**config.mk**
```make
export PLATFORM = sky130hd
export DESIGN_NAME = pswallow_divider
export DESIGN_NICKNAME = d
export VERILOG_FILES = /design/src/rtl/pswd_pkg.sv /design/src/rtl/pswd_swallow_ctr.sv /design/src/rtl/pswd_main_ctr.sv /design/src/rtl/pswallow_divider.sv
export SDC_FILE = /design/constraint.sdc
export NUM_CORES = 1
export LEC_CHECK = 0
export BUFFER_PORTS_ARGS = -buffer_cell sky130_fd_sc_hd__clkbuf_2
export CORE_ASPECT_RATIO = 1.25
export CORE_UTILIZATION = 43
export CTS_CLUSTER_SIZE = 20
export DETAILED_ROUTE_END_ITERATION = 8
export MAX_ROUTING_LAYER = met4
export PLACE_DENSITY = 0.68
export SLEW_MARGIN = 20
export SYNTH_ARGS = -nofsm -noshare
export SYNTH_HDL_FRONTEND = slang
export SYNTH_SLANG_ARGS = --single-unit
```
**constraint.sdc**
```tcl
create_clock -name clk -period 3.9 [get_ports clk]
set_input_delay 0.78 -clock clk [delete_from_list [all_inputs] [get_ports clk]]
set_output_delay 0.78 -clock clk [all_outputs]
set_load 0.02 [all_outputs]
```
**src/rtl/pswd_pkg.sv**
```systemverilog
// Package: shared widths and constants for the pulse-swallow divider.
// Assumes the external prescaler divides by PRESC_M or PRESC_M + 1.
package pswd_pkg;
    localparam int MAIN_W    = 11;  // width of main count N
    localparam int SWALLOW_W = 7;   // width of swallow count A
    localparam int PRESC_M   = 64;  // low modulus of the prescaler
    localparam int N_MIN     = 16;  // smallest legal N
endpackage

```
**src/rtl/pswd_swallow_ctr.sv**
```systemverilog
// Swallow counter: loads A at the start of a cycle, then counts down once per
// clock and parks at zero. 'active' is high while count remains, which is
// the interval the prescaler must divide by the high modulus.
// Assumes load and step are never both high.
module pswd_swallow_ctr #(
    parameter int W = pswd_pkg::SWALLOW_W
) (
    input  logic         clk,
    input  logic         rst_n,
    input  logic         load,
    input  logic         step,
    input  logic [W-1:0] load_val,
    output logic         active
);
    logic [W-1:0] cnt;

    // Count register: clear on reset, load at cycle start, decrement to zero.
    always_ff @(posedge clk) begin
        if (!rst_n)
            cnt <= '0;
        else if (load)
            cnt <= load_val;
        else if (step && cnt != '0)
            cnt <= cnt - 1'b1;
    end

    // Status: swallow phase lasts while the count is nonzero.
    always_comb active = (cnt != '0);

    AST_SWALLOW_DECR: assert property (@(posedge clk) disable iff (!rst_n)
        (rst_n && step && !load && cnt != '0) |=> (cnt == $past(cnt) - 1'b1));
    AST_SWALLOW_PARK: assert property (@(posedge clk) disable iff (!rst_n)
        (rst_n && !load && cnt == '0) |=> (cnt == '0));
endmodule

```
**src/rtl/pswd_main_ctr.sv**
```systemverilog
// Main programmable counter: loads N-1 at the start of a cycle and counts down
// once per clock; 'terminal' marks the last clock of the cycle, so a cycle is
// exactly N clocks. Assumes N is at least N_MIN, so N-1 never underflows.
module pswd_main_ctr #(
    parameter int W = pswd_pkg::MAIN_W
) (
    input  logic         clk,
    input  logic         rst_n,
    input  logic         load,
    input  logic         step,
    input  logic [W-1:0] load_val,
    output logic         terminal
);
    logic [W-1:0] cnt;
    logic [W-1:0] start_val;

    // Start value: a cycle of N clocks runs the count from N-1 down to 0.
    always_comb start_val = load_val - 1'b1;

    // Count register: clear on reset, load at cycle start, else count down.
    always_ff @(posedge clk) begin
        if (!rst_n)
            cnt <= '0;
        else if (load)
            cnt <= start_val;
        else if (step)
            cnt <= cnt - 1'b1;
    end

    // Terminal detect: last clock of the division cycle.
    always_comb terminal = (cnt == '0);

    AST_MAIN_LOAD: assert property (@(posedge clk) disable iff (!rst_n)
        (rst_n && load) |=> (cnt == $past(load_val) - 1'b1));
    AST_MAIN_DECR: assert property (@(posedge clk) disable iff (!rst_n)
        (rst_n && step && !load) |=> (cnt == $past(cnt) - 1'b1));
endmodule

```
**src/rtl/pswallow_divider.sv**
```systemverilog
// Pulse-swallow feedback divider top. Runs a main counter for N clocks and a
// swallow counter for the first A of them, asserting mod_sel (divide by 65)
// during the swallow phase and emitting cmp_pulse in the last clock. Total
// ratio is PRESC_M*N + A oscillator cycles. Assumes 16 <= N, A < N, and that
// n_val/a_val are stable at the edge ending each pulse clock.
module pswallow_divider #(
    parameter int MAIN_W    = pswd_pkg::MAIN_W,
    parameter int SWALLOW_W = pswd_pkg::SWALLOW_W
) (
    input  logic                 clk,
    input  logic                 rst_n,
    input  logic                 en,
    input  logic [MAIN_W-1:0]    n_val,
    input  logic [SWALLOW_W-1:0] a_val,
    output logic                 mod_sel,
    output logic                 cmp_pulse
);
    logic running;
    logic main_term;
    logic sw_active;
    logic ctr_load;
    logic ctr_step;

    // Run flag: one clock after en is sampled high the first cycle starts.
    always_ff @(posedge clk) begin
        if (!rst_n)
            running <= 1'b0;
        else
            running <= en;
    end

    // Sequencing: reload while parked or at the terminal clock, else advance.
    always_comb begin
        ctr_load = !running || main_term;
        ctr_step = running && !main_term;
    end

    pswd_main_ctr #(.W(MAIN_W)) u_main (
        .clk      (clk),
        .rst_n    (rst_n),
        .load     (ctr_load),
        .step     (ctr_step),
        .load_val (n_val),
        .terminal (main_term)
    );

    pswd_swallow_ctr #(.W(SWALLOW_W)) u_swallow (
        .clk      (clk),
        .rst_n    (rst_n),
        .load     (ctr_load),
        .step     (ctr_step),
        .load_val (a_val),
        .active   (sw_active)
    );

    // Outputs: both gated by the run flag so a parked divider is silent.
    always_comb begin
        mod_sel   = running && sw_active;
        cmp_pulse = running && main_term;
    end

    AST_PULSE_SINGLE: assert property (@(posedge clk) disable iff (!rst_n)
        (rst_n && cmp_pulse) |=> !cmp_pulse);
    AST_MOD_NO_REARM: assert property (@(posedge clk) disable iff (!rst_n)
        (rst_n && running && !mod_sel && !main_term) |=> !mod_sel);
    AST_MOD_LOW_AT_PULSE: assert property (@(posedge clk) disable iff (!rst_n)
        (cmp_pulse && a_val < n_val) |-> !mod_sel);
    AST_PARKED_QUIET: assert property (@(posedge clk) disable iff (!rst_n)
        (rst_n && !en) |=> (!mod_sel && !cmp_pulse));
endmodule

```
; ---- Yosys cells after proc, flatten, opt, wreduce, memory -nomap -nowiden
; Cells that the tools add are included.
[word_totals]
register_bits = 19
inputBits = 21
output_inout_bits = 2
elab_cells = 21
[op_classes]
addsub = 3
muxes = 4
reduce_logical = 11
[ops]
columns = cell, count
row1 = $mux 11, 2
row2 = $sub 11x1->11 const B, 2
row3 = $mux 7, 2
row4 = $logic_not 11->1, 1
row5 = $reduce_bool 7->1, 1
row6 = $sub 7x1->7 const B, 1
row7 = $logic_and 1x1->1, 4
row8 = $reduce_bool 2->1, 2
row9 = $logic_not 1->1, 2
row10 = $logic_or 1x1->1, 1

; ---- Longest topological paths before layout
; Gate-level depths: netlist of run 1.
[depth]
word_depth = 6
ltp_mapped = 10
depth_no_buf = 8

; ---- Modules after synthesis
; Synthesis of run 1 repeated with hierarchy kept, for this count alone.
[unflattened]
cells_unflattened = 152
area_unflattened_um2 = 1317.5
[modules_own_cells]
columns = mod, n_inst, cells_per_inst, area_per_inst_um2, seq_area_each_um2
row1 = pswd_main_ctr, 1, 97, 849.6, 220.2
row2 = pswd_swallow_ctr, 1, 49, 412.9, 140.1
row3 = pswallow_divider, 1, 6, 55.1, 20.0

; ---- Worst setup path before layout of run 1
; OpenSTA, ideal clock, no wires.
[synth_path]
kind = flip-flop to flip-flop
from = register u_main.cnt[1]
to = register u_main.cnt[8]
setup_time_ns = 0.072
arrival_ns = 2.693
required_ns = 3.828
slack_ns = 1.136
path_stages_with_launch = 11
synth_period_minus_slack_ns = 2.764
cell_sequence = dfxtp_1 -> or4_4 -> buf_6 -> o31ai_4 -> buf_4 -> mux2i_1 -> ha_1 -> o211ai_1 -> a21o_1 -> nor4_1 -> mux2i_1
[synth_via]
elab_chain_len = 4
elab_cells_between_ends = 8
cone_classes = add/sub (1) / mux (2) / reduce/logical (5)
[synth_lines]
columns = item, line_no
row1 = start: declaration, pswd_main_ctr.sv:14  ; logic [W-1:0] cnt;
row2 = start signal: assignment, pswd_main_ctr.sv:25  ; cnt <= start_val;
row3 = start signal: assignment, pswd_main_ctr.sv:27  ; cnt <= cnt - 1'b1;
row4 = branches (longest 4 deep; another with $sub 11x1->11), --
; Several ways; the timed one is not identified. The select of a mux whose other input is x is not followed.
; A chain may end at the register's enable or synchronous reset.

; ---- Final worst setup path of run 1
[layout_path]
from = register u_main.cnt[10]
to = output cmp_pulse
[layout_via]
elab_chain_len = 2
[layout_lines]
columns = item, line_no
row1 = $logic_not 11->1, pswd_main_ctr.sv:31  ; always_comb terminal = (cnt == '0);
row2 = $logic_and 1x1->1, pswallow_divider.sv:59  ; cmp_pulse = running && main_term;
row3 = end: declaration, pswallow_divider.sv:16  ; output logic cmp_pulse
; Every way passes these cells.

==> results of run 1 <==
==> report_power, final <==
group / internal, mW / total, mW / switching (mW)
clock: 0.0385 / 0.108 / 0.0693
combinational: 0.0620 / 0.141 / 0.0788
sequential: 0.212 / 0.229 / 0.0175
total: 0.312 / 0.478 / 0.166
==> registers in the layout (all words and copies together), names as in the netlist <==
signal / count
u_swallow.cnt: 7
u_main.cnt: 11
running: 1
==> worst reg2reg max path, stage by stage (launching register included) <==
cell	delay, ns
dfxtp_1	0.33
or4_1	0.67
o31ai_4	0.40
mux2i_1	0.24
ha_1	0.20
o211ai_1	0.12
a21o_1	0.24
nor4_1	0.32
mux2i_1	0.21
==> synth_stat cells, drive strengths merged (3+ instances only) <==
master	count
dfxtp	19
nand2	13
nor2	11
o21ai	11
a21oi	8
and2	7
a22oi	6
buf	6
nand3	6
or3	6
a22o	5
inv	5
clkbuf	4
nor3	4
o211ai	4
or2	4
xnor2	4
ha	3
mux2i	3
nor4	3
o21a	3
==> layer usage <==
layer	up-vias	share of wire	GRT usage	routed length, um
met4	0	0.021	0.0833	59
met3	5	0.032	0.0243	91
met1	543	0.45	0.254	1300
met2	21	0.49	0.327	1400
li1	597	-	-	-
met5	-	0	-	0
==> worst paths after layout <==
check	start	to	slack (ns)
worst max-delay path	u_main.cnt[10]	cmp_pulse	1.11
worst min-delay path	u_swallow.cnt[3]	u_swallow.cnt[3]	0.56
worst max register to register	u_main.cnt[10]	u_main.cnt[8]	1.12
worst min register to register	u_swallow.cnt[3]	u_swallow.cnt[3]	0.56
==> layout make-up <==
type	count	area (sq um)
clock buffer	3	22.5
clock inverter	1	5.00
fill	297	1330
inverter	5	18.8
multi-input combinational	119	812
sequential	19	380
tap	34	42.5
timing repair buffer	23	118
==> cells by family after synthesis <==
family	count (synthesis)	synth area share
and+or+nand+nor	59	0.246
AOI/OAI and AO/OA	48	0.299
DFF	19	0.300
buffers and inverters	15	0.0611
xor gates and xnor gates	6	0.0414
muxes	3	0.0236
adders and majority gates	3	0.0296
==> placed cells by master (no fill, tap or decap), drive strengths merged, types with 3 or more instances in the layout <==
| master | count |
|---|---|
| and2 | 7 |
| nor2 | 11 |
| nor4 | 3 |
| a22oi | 6 |
| clkbuf | 25 |
| nand2 | 13 |
| xnor2 | 4 |
| mux2i | 3 |
| o211ai | 4 |
| or3 | 6 |
| o21ai | 11 |
| a22o | 5 |
| nand3 | 6 |
| o21a | 3 |
| nor3 | 4 |
| dfxtp | 19 |
| a21oi | 8 |
| or2 | 4 |
| inv | 5 |
| ha | 3 |
==> per-stage QoR <==
step	total power [mW]	worst slack, ns	util
6_report	0.478	1.11	0.512
5_1_grt	0.504	0.960	0.512
4_1_cts	0.480	1.12	0.512
3_5_place_dp	0.373	1.15	0.502
3_3_place_gp	0.370	1.19	0.502
2_1_floorplan	0.344	1.14	-
==> results.md, run 1 <==
- Status: finished, final reports clean
- CTS tree: built
- Synth top area cells: dfxtp_1 30%, o21ai_0 3.9%, nand2_1 3.8%
- Static Leak: 0.595 nW
- Yosys reg bits: 19
- Post-route DRC: 0
- Final setup viols: 0
- Clock Path Buffers: 2
- Post-synth top area share: 0.300
- Cell row count: 21
- Layout area overhead: 10.1%
- Port bufs: 22
- Slowest-stage cell, CP: or4_1
- CP Depth: 4
- CP endpoint kind: output port
- Final cell count without fillers: 204
- Reg clk slew, reported paths: 0.12 ns
- Async SR Flop Fraction: 0
- Diode count: 0
- Slew headroom: 0.460
- Netlist cell types: 44
- Delay of the slowest cell on the worst path: 0.67 ns
- DR WL/cell: 14.0 um
- IO Pins: 23
- Vias in the first global route: 1,100
- CP delay by family, top: simple AND/OR/NAND/NOR gates
- Synth warn: 0
- H-tree level count: 1
- Initial DRC count: 43
- Hold Crit Class: reg2reg
- Mapped Cells: 153
- Maximum VDD drop: 166 uV
- Post-synth EDFFs: 0
- RePlAce Congestion: 0.807
- Cts hold-fix bufs: 0
- Share of the cycle needed by the critical path after routing: 0.714
- Setup TNS: 0 ns
- Layout cells sized above 1: 0.235
- Final Hold Viols: 0
- Design area: 1400 sq um
- Num CTS Buffers: 3
- Worst Reg-to-Reg Cells: 8
- Main flop type after synthesis: dfxtp_1
- Vias after detailed routing: 1,166
- CP bufs+invs: 1
- Clk root buf: clkbuf_4
- CP Class: reg2out
- Type of origin of the critical path: flip-flop
- Max_cap viols: 0
- Syn avg cell area: 8.30 sq um
- Hold_ws: 0.558 ns
- Cells on Worst Hold Path: 2
- Die extent in y: 62.8 um
- Max Clock Freq: 0.359 GHz
- Nets: 195
- Largest net degree at the start of global routing: 27
- Tightest Pin Transition: 0.809 ns
- Initial Utilization: 0.465
- RSZ-0062 raised after global routing: no
- Core area: 2730 sq um
- Die Wd: 50.6 um
- First-pass GRT wire length: 4890 um
- Clk_lat worst skew: 0.32 ns
- CP Data Required Time: 3.12 ns
- Yosys top cell by area: dfxtp_1
- Post-CTS Setup Bufs: 0
- Initial antenna violation count: 0
- Total gr overflow: 0
- Placed Instances: 200
- Slew Viols, Final: 0
- Pwr Density: 342 nW/um^2
- Clock skew: 0.00778 ns
- Num Clock Sinks: 19
- Post-DP HPWL: 2110 um
- Post-CTS resize count: 0
- Worst-path cell chain: or4_1, nor3_1, and2_1, clkbuf_2
- Part of the Yosys area used for sequential elements: 0.300
- Total track usage: 0.203
- DRT antenna net count: 0
- Mapped Nets: 177
- Cell Area, Synth: 1270 sq um
- Placed Area: 1370 sq um
- Die area: 3180 sq um
- Final wirelength: 2850 um
- Crit-path max FO: 7
- Pre-antenna DRT Iters: 4
- Routed vias/inst: 5.72
- Final min period: 2.79 ns
- Crit path arrival time: 2.01 ns
Note: power is estimated with default switching activity, not from simulation.
==> run 2: changes to the inputs <==
--- a/config.mk
+++ b/config.mk
@@ -11,7 +11,7 @@
 export CTS_CLUSTER_SIZE = 20
 export DETAILED_ROUTE_END_ITERATION = 8
 export MAX_ROUTING_LAYER = met4
-export PLACE_DENSITY = 0.68
+export PLACE_DENSITY = 0.71
 export SLEW_MARGIN = 20
 export SYNTH_ARGS = -nofsm -noshare
 export SYNTH_HDL_FRONTEND = slang
==> constraint.sdc (replaced) <==
create_clock -name clk -period 2.53 [get_ports clk]
set_input_delay 0.506 -clock clk [delete_from_list [all_inputs] [get_ports clk]]
set_output_delay 0.506 -clock clk [all_outputs]
set_load 0.02 [all_outputs]
==> results.md, run 2 (synthesized netlist as in run 1, its figures left out) <==
- Port bufs: 22
- Final min period: 2.44 ns
- Clock power frac: 0.209
- Commonest non-fill, non-tap cell in the layout: clkbuf_2
- Setup TNS: 0 ns
- CTS tree: built
- Die Wd: 50.6 um
- Routed vias/inst: 5.84
- Max Clock Freq: 0.409 GHz
- Multi-input logic area: 832 sq um
- Slew headroom: 0.685
- Final core utilization: 0.535
- Tightest Pin Transition: 0.469 ns
- Post-route DRC: 0
- Cell row count: 21
- Psw: 259 uW
- Largest net degree at the start of global routing: 26
- Top Registers: u_main.cnt x11, u_swallow.cnt x7, running x1
- Clock skew: 0.00390 ns
- Total track usage: 0.207
- RePlAce Congestion: 0.894
- Static Leak: 0.624 nW
- Die extent in y: 62.8 um
- Nets: 200
- Max_cap viols: 0
- Num Clock Sinks: 19
- Logic gate share of total power: 0.328
- Initial DRC count: 57
- Status: finished, final reports clean
- Final setup viols: 0
- Sequential Area: 382 sq um
- IO Pins: 23
- Reg clk slew, reported paths: 0.12 ns
- Post-DP HPWL: 2220 um
- RSZ-0062 raised after global routing: yes
- Layout area overhead: 15.1%
- Cts hold-fix bufs: 0
- Slew Viols, Final: 0
- Hold Crit Class: in2reg
- Layout cells sized above 1: 0.280
- CP Class: reg2reg
- Maximum VDD drop: 268 uV
- Most frequent cells in the layout: 22 x clkbuf_2, 18 x dfxtp_1, 13 x nand2_1
- Initial Utilization: 0.465
- Die area: 3180 sq um
- Max reg flops: 11
- Core area: 2730 sq um
- Final Hold Viols: 0
- Share of the cycle needed by the critical path after routing: 0.966
- Num CTS Buffers: 3
- Final wirelength: 2970 um
- First-pass GRT wire length: 5020 um
- Clk_lat worst skew: 0.30 ns
- Pwr Density: 516 nW/um^2
- CP endpoint kind: flip-flop
- Sw Ratio: 0.344
- Pre-antenna DRT Iters: 4
- H-tree level count: 1
- CP Data Required Time: 2.76 ns
- Clock Path Buffers: 2
- DRT antenna net count: 0
- Type of origin of the critical path: flip-flop
- Total gr overflow: 0
- Largest register by flop count: u_main.cnt
- DR WL/cell: 14.2 um
- Crit-path max FO: 4
- Diode count: 0
- Power share of the sequential group: 0.463
- Initial antenna violation count: 0
- Crit path arrival time: 2.68 ns
- Vias in the first global route: 1,198
- Clk root buf: clkbuf_4
- Fillers: 264
- Vias after detailed routing: 1,221
- Internal Pwr Total: 495 uW
==> run 2: worst paths after layout <==
check	end	slack [ns]	cells past startpoint	startpoint
hold / removal	running	0.41	2	en
hold reg to reg	u_swallow.cnt[3]	0.57	2	u_swallow.cnt[3]
setup reg to reg	u_main.cnt[6]	0.09	8	u_main.cnt[0]
setup / recovery	u_main.cnt[6]	0.09	8	u_main.cnt[0]
==> run 2: cell type report <==
type	count	area share
Sequential cell	19	0.261
Clock inverter	1	0.00342
Timing Repair Buffer	28	0.109
Clock buffer	3	0.0154
Multi-Input combinational cell	119	0.569
Inverter	5	0.0128
Tap cell	34	0.0291
==> run 2: power by group through the flow <==
stage                     Combinational (mW)  Sequential (mW)  Clock [mW]
after global placement                 0.228            0.354           0
after CTS                              0.235            0.348       0.164
after global routing                   0.273            0.352       0.180
after floorplan                        0.189            0.348           0
final                                  0.248            0.349       0.158
after detailed placement               0.232            0.354           0
==> run 2: through the flow <==
stage	std cells	hold WS (ns)	area [sq um]	setup slack (ns)	total power, mW
6_report	209	0.410	1460	0.0856	0.755
3_5_place_dp	203	0.546	1400	0.0706	0.586
4_1_cts	207	0.407	1440	0.0596	0.747
3_3_place_gp	203	0.529	1400	0.144	0.581
5_1_grt	209	0.410	1460	-0.0147	0.805
2_1_floorplan	153	0.508	1290	-0.122	0.537
==> run 2: layer usage <==
metal / share of wire / vias to the layer above / GRT usage / wire [um]
met2: 0.51 / 25 / 0.368 / 1500
li1: - / 606 / - / -
met4: 0.0057 / 0 / 0.0521 / 17
met1: 0.46 / 586 / 0.239 / 1360
met5: 0 / - / - / 0
met3: 0.030 / 4 / 0.0292 / 88
==> run 2: timing repair <==
item	4_1_cts	5_1_grt
pin swaps	0	2
gates resized for setup	1	3
buffers inserted	0	2
endpoints found under the setup margin	1	4
cloned	0	0
==> run 2: worst max-delay path, stage by stage (launching register included) <==
cell and delay (ns):
dfxtp_2 0.35, or4_4 0.56, o31ai_4 0.28, mux2i_1 0.23, ha_2 0.21, o211ai_1 0.11
a21o_1 0.21, or3_1 0.31, a21oi_1 0.13
==> run 3: changes to the inputs <==
--- a/config.mk
+++ b/config.mk
@@ -11,7 +11,8 @@
 export CTS_CLUSTER_SIZE = 20
 export DETAILED_ROUTE_END_ITERATION = 8
 export MAX_ROUTING_LAYER = met4
-export PLACE_DENSITY = 0.71
+export PLACE_DENSITY = 0.69
+export REMOVE_ABC_BUFFERS = 1
 export SLEW_MARGIN = 20
 export SYNTH_ARGS = -nofsm -noshare
 export SYNTH_HDL_FRONTEND = slang
==> results.md, run 3 (synthesized netlist as in run 1, its figures left out) <==
- Power share of the sequential group: 0.461
- Largest register by flop count: u_main.cnt
- DR WL/cell: 14.1 um
- Vias after detailed routing: 1,221
- Internal Pwr Total: 502 uW
- Core area: 2730 sq um
- Port bufs: 22
- Tightest Pin Transition: 0.528 ns
- CTS tree: built
- CP endpoint kind: flip-flop
- Final cell count without fillers: 213
- Slowest-stage cell, CP: or4_4
- Total track usage: 0.208
- First-pass GRT wire length: 4970 um
- CP Data Required Time: 2.76 ns
- H-tree level count: 1
- Worst-path cell chain: or4_4, o31ai_4, mux2i_1, ha_2, o211ai_1, a21o_1, or3_1, a21oi_1
- Initial antenna violation count: 0
- Layout area overhead: 17.2%
- Psw: 254 uW
- Max Clock Freq: 0.411 GHz
- Hold Crit Class: in2reg
- Max reg flops: 11
- Total gr overflow: 0
- RePlAce Congestion: 0.922
- Share of the cycle needed by the critical path after routing: 0.963
- Reg clk slew, reported paths: 0.12 ns
- Placed Instances: 205
- DRT antenna net count: 0
- Top Registers: u_main.cnt x11, u_swallow.cnt x7, running x1
- Nets: 204
- Largest net degree at the start of global routing: 26
- Num CTS Buffers: 3
- Delay of the slowest cell on the worst path: 0.55 ns
- Logic gate share of total power: 0.333
- Die extent in y: 62.8 um
- Type of origin of the critical path: flip-flop
- Die area: 3180 sq um
- Cts hold-fix bufs: 0
- Status: finished, final reports clean
- Sw Ratio: 0.336
- Layout cells sized above 1: 0.302
- CP bufs+invs: 0
- Num Clock Sinks: 19
- Final wirelength: 3010 um
- Clock Path Buffers: 2
- Final Hold Viols: 0
- Slew Viols, Final: 0
- Placed Area: 1410 sq um
- CP Class: reg2reg
- Post-DP HPWL: 2220 um
- Crit path arrival time: 2.67 ns
- Most frequent cells in the layout: 22 x clkbuf_2, 18 x dfxtp_1, 13 x nand2_1
- Slew headroom: 0.648
- Maximum VDD drop: 285 uV
- IO Pins: 23
- Static Leak: 0.640 nW
- Commonest non-fill, non-tap cell in the layout: clkbuf_2
- Cell row count: 21
- Routed vias/inst: 5.73
- Clock power frac: 0.206
- Clk root buf: clkbuf_4
- Die Wd: 50.6 um
- Final min period: 2.44 ns
- Final core utilization: 0.545
- DP Worst Slack: 0.0485 ns
- Initial Utilization: 0.465
- CP delay by family, top: simple AND/OR/NAND/NOR gates
- Crit-path max FO: 4
- Post-route DRC: 0
- Final WS setup: 0.0942 ns
- Pwr Density: 508 nW/um^2
- Diode count: 0
- Setup TNS: 0 ns
- Design area: 1490 sq um
- Max_cap viols: 0
- Final Power: 756 uW
- Clock skew: 0.0100 ns
- Initial DRC count: 39
- Clk_lat worst skew: 0.30 ns
- Hold_ws: 0.412 ns
- Pre-antenna DRT Iters: 4
- Final setup viols: 0
- Vias in the first global route: 1,169
==> run 3: changes by cell type in the layout (fill, tap and decap cells not counted) <==
cell | previous run | this run
or4_4 | 1 | 2
nor3_4 | 1 | 0
buf_4 | 5 | 9
or4_1 | 1 | 0
nor3_2 | 0 | 1
==> run 3: worst paths after layout <==
check	start	end	slack, ns	cells past startpoint
max	u_main.cnt[10]	u_main.cnt[6]	0.09	8
min reg2reg	u_swallow.cnt[3]	u_swallow.cnt[3]	0.55	2
max reg2reg	u_main.cnt[10]	u_main.cnt[6]	0.09	8
min	en	running	0.41	2
==> run 3: final cells by class <==
class                           instances  area, sq um
Fill cell                             262         1240
Multi-Input combinational cell        119          830
Sequential cell                        19          382
Timing Repair Buffer                   32          189
Tap cell                               34         42.5
Clock buffer                            3         22.5
Inverter                                5         18.8
Clock inverter                          1         5.00
==> run 3: power by group through the flow <==
| stage | Sequential, mW | Clock (mW) | Combinational (mW) |
|---|---|---|---|
| 6_report | 0.348 | 0.156 | 0.252 |
| 5_1_grt | 0.351 | 0.180 | 0.279 |
| 4_1_cts | 0.347 | 0.160 | 0.239 |
| 3_5_place_dp | 0.354 | 0 | 0.237 |
| 3_3_place_gp | 0.353 | 0 | 0.234 |
| 2_1_floorplan | 0.351 | 0 | 0.162 |
==> run 3: per-layer routing <==
metal  up-vias  global-route usage  share of wire
met5         -                   -              0
met4         0              0.0625         0.0070
met3         2              0.0243          0.037
met2        31               0.382           0.52
met1       579               0.227           0.43
li1        609                   -              -
==> run 3: repair_timing <==
action,4_1_cts,5_1_grt
endpoints found under the setup margin,0,5
gates resized for setup,0,6
hold endpoints to repair,0,0
setup buffers,0,4
